$ cat src/rtl/bitshift_pkg.sv
package bitshift_pkg;

  typedef enum logic [1:0] {
    GRP_LOGIC = 2'd0,
    GRP_SHIFT = 2'd1
  } grp_e;

  typedef enum logic [3:0] {
    LF_AND  = 4'd0,
    LF_OR   = 4'd1,
    LF_XOR  = 4'd2,
    LF_NAND = 4'd3,
    LF_NOR  = 4'd4,
    LF_XNOR = 4'd5,
    LF_CNIM = 4'd6,
    LF_MNIM = 4'd7,
    LF_MIMP = 4'd8,
    LF_CIMP = 4'd9
  } logic_fn_e;

  typedef enum logic [3:0] {
    SF_ASL = 4'd0,
    SF_ASR = 4'd1,
    SF_ZSL = 4'd2,
    SF_ZSR = 4'd3,
    SF_OSL = 4'd4,
    SF_OSR = 4'd5,
    SF_ROL = 4'd6,
    SF_ROR = 4'd7
  } shift_fn_e;

endpackage

$ cat src/rtl/bitshift_logic.sv
module bitshift_logic
  import bitshift_pkg::*;
#(
  parameter int W = 32
) (
  input  logic [3:0]   fn,
  input  logic [W-1:0] opb,
  input  logic [W-1:0] opc,
  output logic [W-1:0] y,
  output logic         bad
);

  always_comb begin
    bad = 1'b0;
    unique case (fn)
      LF_AND:  y = opb & opc;
      LF_OR:   y = opb | opc;
      LF_XOR:  y = opb ^ opc;
      LF_NAND: y = ~(opb & opc);
      LF_NOR:  y = ~(opb | opc);
      LF_XNOR: y = ~(opb ^ opc);
      LF_CNIM: y = ~opb & opc;
      LF_MNIM: y = opb & ~opc;
      LF_MIMP: y = ~opb | opc;
      LF_CIMP: y = opb | ~opc;
      default: begin
        y   = '0;
        bad = 1'b1;
      end
    endcase
  end

endmodule

$ cat src/rtl/bitshift_barrel.sv
module bitshift_barrel
  import bitshift_pkg::*;
#(
  parameter int W = 32
) (
  input  logic [3:0]   fn,
  input  logic [W-1:0] opb,
  input  logic [W-1:0] opc,
  output logic [W-1:0] y,
  output logic         bad
);

  localparam int CW = $clog2(W);
  localparam logic [W-1:0] W_VAL = W[W-1:0];
  localparam bit POW2 = ((W & (W - 1)) == 0);

  logic          over;
  logic [CW-1:0] amt;
  logic [CW-1:0] rot_amt;
  logic          fill_l;
  logic          fill_r;

  assign over = (opc >= W_VAL);
  assign amt  = opc[CW-1:0];

  generate
    if (POW2) begin : g_rot_pow2
      assign rot_amt = opc[CW-1:0];
    end else begin : g_rot_mod
      assign rot_amt = CW'(opc % W_VAL);
    end
  endgenerate

  always_comb begin
    fill_l = (fn == SF_OSL);
    unique case (fn)
      SF_ASR:  fill_r = opb[W-1];
      SF_OSR:  fill_r = 1'b1;
      default: fill_r = 1'b0;
    endcase
  end

  logic [W-1:0] lsh [0:CW];
  logic [W-1:0] rsh [0:CW];
  logic [W-1:0] rol [0:CW];
  logic [W-1:0] ror [0:CW];

  assign lsh[0] = opb;
  assign rsh[0] = opb;
  assign rol[0] = opb;
  assign ror[0] = opb;

  generate
    for (genvar s = 0; s < CW; s++) begin : g_stage
      localparam int S = 1 << s;
      assign lsh[s+1] = amt[s]     ? {lsh[s][W-1-S:0], {S{fill_l}}}    : lsh[s];
      assign rsh[s+1] = amt[s]     ? {{S{fill_r}}, rsh[s][W-1:S]}      : rsh[s];
      assign rol[s+1] = rot_amt[s] ? {rol[s][W-1-S:0], rol[s][W-1:W-S]} : rol[s];
      assign ror[s+1] = rot_amt[s] ? {ror[s][S-1:0], ror[s][W-1:S]}    : ror[s];
    end
  endgenerate

  always_comb begin
    bad = 1'b0;
    unique case (fn)
      SF_ASL, SF_ZSL, SF_OSL: y = over ? {W{fill_l}} : lsh[CW];
      SF_ASR, SF_ZSR, SF_OSR: y = over ? {W{fill_r}} : rsh[CW];
      SF_ROL:                 y = rol[CW];
      SF_ROR:                 y = ror[CW];
      default: begin
        y   = '0;
        bad = 1'b1;
      end
    endcase
  end

endmodule

$ cat src/rtl/bitshift_unit.sv
module bitshift_unit
  import bitshift_pkg::*;
#(
  parameter int W = 32
) (
  input  logic         clk,
  input  logic         rst,
  input  logic [1:0]   grp,
  input  logic [3:0]   fn,
  input  logic [W-1:0] opb,
  input  logic [W-1:0] opc,
  output logic [W-1:0] res,
  output logic         illegal
);

  logic [W-1:0] log_y;
  logic         log_bad;
  logic [W-1:0] sh_y;
  logic         sh_bad;
  logic [W-1:0] nxt_y;
  logic         nxt_bad;

  bitshift_logic #(.W(W)) u_logic (
    .fn  (fn),
    .opb (opb),
    .opc (opc),
    .y   (log_y),
    .bad (log_bad)
  );

  bitshift_barrel #(.W(W)) u_barrel (
    .fn  (fn),
    .opb (opb),
    .opc (opc),
    .y   (sh_y),
    .bad (sh_bad)
  );

  always_comb begin
    unique case (grp)
      GRP_LOGIC: begin
        nxt_y   = log_y;
        nxt_bad = log_bad;
      end
      GRP_SHIFT: begin
        nxt_y   = sh_y;
        nxt_bad = sh_bad;
      end
      default: begin
        nxt_y   = '0;
        nxt_bad = 1'b1;
      end
    endcase
  end

  always_ff @(posedge clk) begin
    if (rst) begin
      res     <= '0;
      illegal <= 1'b0;
    end else begin
      res     <= nxt_y;
      illegal <= nxt_bad;
    end
  end

endmodule

$ cat config.mk
export PLATFORM = sky130hd
export DESIGN_NAME = bitshift_unit
export DESIGN_NICKNAME = d
export VERILOG_FILES = /design/src/rtl/bitshift_pkg.sv /design/src/rtl/bitshift_logic.sv /design/src/rtl/bitshift_barrel.sv /design/src/rtl/bitshift_unit.sv
export SDC_FILE = /design/constraint.sdc
export NUM_CORES = 1
export LEC_CHECK = 0
export BUFFER_PORTS_ARGS = -buffer_cell sky130_fd_sc_hd__buf_4
export CORE_MARGIN = 2
export CORE_UTILIZATION = 44
export DETAILED_ROUTE_END_ITERATION = 7
export MAX_ROUTING_LAYER = met4
export PLACE_DENSITY = 0.66
export SYNTH_ARGS = -nofsm -noshare
export SYNTH_HDL_FRONTEND = slang
export SYNTH_SLANG_ARGS = --single-unit
$ cat constraint.sdc
create_clock -name clk -period 3.3 [get_ports clk]
set_input_delay 0.99 -clock clk [delete_from_list [all_inputs] [get_ports clk]]
set_output_delay 0.99 -clock clk [all_outputs]
set_load 0.05 [all_outputs]
==> results.md <==
- The proportion of synthesized chip area in sequential cells is 5.591%.
- The floorplan step set the die height to 167.9 um.
- The most instantiated flip-flop cell in the synthesis netlist is dfxtp_1.
- Once detailed placement completed, the half-perimeter wirelength came to 56530 um.
- Port buffering added 104 buffers.
- The clock tree buffer depth is 2.
- The number of vias in the routed layout is 15330.
- Pin placement for this block handled 105 I/O pins.
- The number of antenna violations at the first check in global routing is 3.
- In the final layout, the multi-input gates occupy 10200 sq um.
- The final setup TNS is 0 ns.
- A synthesized cell averages 8.016 sq um.
- Global routing used 59.38% of the available met1 tracks.
- Summed over all layers, the routed wires come to 70050 um.
- The post-route standard cell area excluding fillers is 15690 sq um.
- The length of the first detailed-routing pass in iterations is 6.
- Setup repair after global routing left no endpoint under its margin.
- The depth of the CTS H-tree is 2.
- For this configuration, the core starts out at a cell density of 45.08%.
- The signal on the critical path passes through buf_4 > buf_12 > mux4_2 > buf_4 > mux2_2 > buf_4 > mux2i_1 > nor2_1 > o41ai_1 > a21oi_1.
- Setup violations remaining at the end of the flow were counted as 0.
- The headroom to the max-slew limit is 42.72%.
- The library cells used most frequently in the layout, excluding fill and tap cells, are buf_4 (461), nor2_1 (137), ha_1 (128).
- The final count of hold timing violations is 0.
- The net total in the final layout is 2018.
- The maximum achievable frequency is 309.5 MHz.
- STA classifies the critical path endpoint as a register.
- The cell that appears most often on the critical path is buf_4.
- The worst-case hold slack is 0.9773 ns.
- The maximum net fanout on the critical path is 29.
- After detailed routing, the number of remaining DRC violations is 0.
- Dividing the detail-routed via count by the number of cells gives 7.108.
- The weighted congestion at the end of routability-driven global placement is 1.103.
- Counting I/O delays and the setup requirement, the final critical path takes 3.231 ns.
- Power spread over the standard cell area amounts to 208.9 nW/um^2.
- The flow ran to the end, and the final reports show no timing, DRC or antenna violations.
- Entering global routing, the biggest net connects 52 pins.
- Compared with the post-synthesis result, the final layout area differs by 32.80%.
- The max-slew violation total from the final report was 0.
- The met3 track utilization from global routing is 14.74%.
- The remaining global-route overflow is 0.
- The placeable core area is 26210 sq um.
- In this run, the number of DRC markers left after iteration 0 of detailed routing was 2367.
- mux4_2 takes more of the synthesized area than any other cell.
- Yosys mapped a number of flops with a built-in enable equal to 0.
- The largest single stage delay on the critical path is 0.54 ns.
- By area the synthesized netlist is led by mux4_2 (14%), ha_1 (14%), mux2i_1 (7.0%).
- STA classifies the critical path startpoint as an input port.
- The total track usage is 50.24%.
- The arrival time at the worst endpoint is 3.39 ns.
- The tree built by TritonCTS fans out to 33 sinks.
- The cell area that synthesis handed to floorplanning was 11820 sq um.
- The standard cell area after detailed placement is 15500 sq um.
- The floorplan has 59 rows.
- The synthesized design contains 33 register bits.
- In the final routed layout, each cell accounts on average for 32.47 um.
- After technology mapping, the gate count stands at 1474.
- Fill cells in the final layout number 2350.
- After clock tree synthesis, the clock-pin slew on the worst setup and hold paths is 0.06 ns.
- The combined flip-flop and latch cell area is 660.6 sq um.
- The routing usage on met2 is 74.07%.
- The critical path is of the input port to register type.
- The first-pass GRT wire length is 101200 um.
- At the pin with the least slew margin, the transition time is 0.8501 ns.
- The slowest cell on the critical path is mux4_2.
- The worst voltage drop across the vdd grid is 0.0001591 V.
- At the worst endpoint, the required time is 3.46 ns.
- The leakage power total is 0.006889 uW.
- The fraction of layout cells with a size suffix above 1 is 36.28%.
- The number of nets in the synthesized netlist is 1674.
- The via count of the first global-routing pass is 14710.
- The path class of the tightest hold or removal check is input port to register.
- The distinct cell type count after synthesis is 83.
- Across the run, the number of max-cap violations was 0.
- The busiest metal layer after global routing is met2.
- The final clock period utilization by the worst path is 97.91%.
- The leading cell type in the layout, fill and taps excluded is buf_4.
- The share of synthesized flip-flops with an asynchronous set or reset is 0%.
- In this run the horizontal extent of the chip is 167.9 um.
- The antenna violation net count after detailed routing is 0.
- The overall die area is 28180 sq um.
- The share of synthesized area in the top cell type comes to 13.92%.
- TritonCTS built the clock tree.
- During synthesis, Yosys emitted a total of 0 warnings.
- The number of buffers created by CTS is 5.
- The clock tree root driver cell is clkbuf_16.
## power by group
group          total, uW  internal [uW]  switching (uW)
clock                577            378             199
sequential           412            408            4.14
combinational       2290            972            1320
total               3280           1760            1520
## flip-flops by register name, indices dropped and copies added, names as in the netlist
| register | count |
|---|---|
| illegal | 1 |
| res | 32 |
## repair_timing
item,4_1_cts,5_1_grt
hold buffers,0,0
setup buffers,0,0
gates resized for setup,0,6
setup endpoints to repair,0,5
## per-layer routing
layer	vias up	wire length, um
met5	-	0
met1	7240	24970
li1	6412	-
met2	1310	29420
met4	0	6375
met3	371	9288
## cell families after synthesis
logic type                 Yosys count  synth area share [%]
AOI/OAI and AO/OA                  433                 26.26
adders and majority gates          128                 13.56
buffers and inverters              233                 8.345
DFF                                 33                 5.591
muxes                              233                 29.18
and+or+nand+nor                    414                 17.07
## area by class of cell
| cell class | count | share of cell area, % |
|---|---|---|
| Clock inverter | 1 | 0.1914 |
| Tap cell | 335 | 2.671 |
| Antenna cell | 3 | 0.04785 |
| Inverter | 87 | 2.081 |
| Clock buffer | 7 | 0.9091 |
| Multi-Input combinational cell | 1208 | 65.02 |
| Sequential cell | 33 | 4.211 |
| Timing Repair Buffer | 483 | 24.86 |
## critical path, delay by kind of cell
family                 cells  cell delay [ns]
muxes                      3             1.04
buffers and inverters      4             0.69
AOI/OAI and AO/OA          2             0.58
and+or+nand+nor            1             0.07
## path summary, 6_finish.rpt
check	slack (ns)	startpoint	endpoint	cells after the start
worst max-delay path	0.07	opc[0]	res[23]	10
worst min-delay path	0.98	rst	res[21]	2
## per-stage QoR
step | cells | util, % | power (uW) | worst slack, ns
floorplan | 1474 | - | 1546 | 0.01064
global placement | 2146 | 59.13 | 2572 | -0.1630
detailed placement | 2146 | 59.13 | 2593 | -0.1691
CTS | 2154 | 59.79 | 3179 | 0.1462
global route | 2157 | 59.87 | 3376 | 0.001889
finish | 2157 | 59.87 | 3277 | 0.06912
## synthesized netlist by cell type, types with 25 or more instances
cell / number
a211oi_1: 27
a21oi_1: 62
a22oi_1: 33
a31oi_1: 25
buf_2: 32
clkbuf_1: 83
dfxtp_1: 33
ha_1: 128
inv_1: 84
mux2_2: 70
mux2i_1: 83
mux4_2: 73
nand2_1: 89
nand3_1: 33
nor2_1: 137
nor3_1: 49
o21ai_0: 70
o221ai_1: 30
No activity file was read; power rests on OpenSTA's default activity.
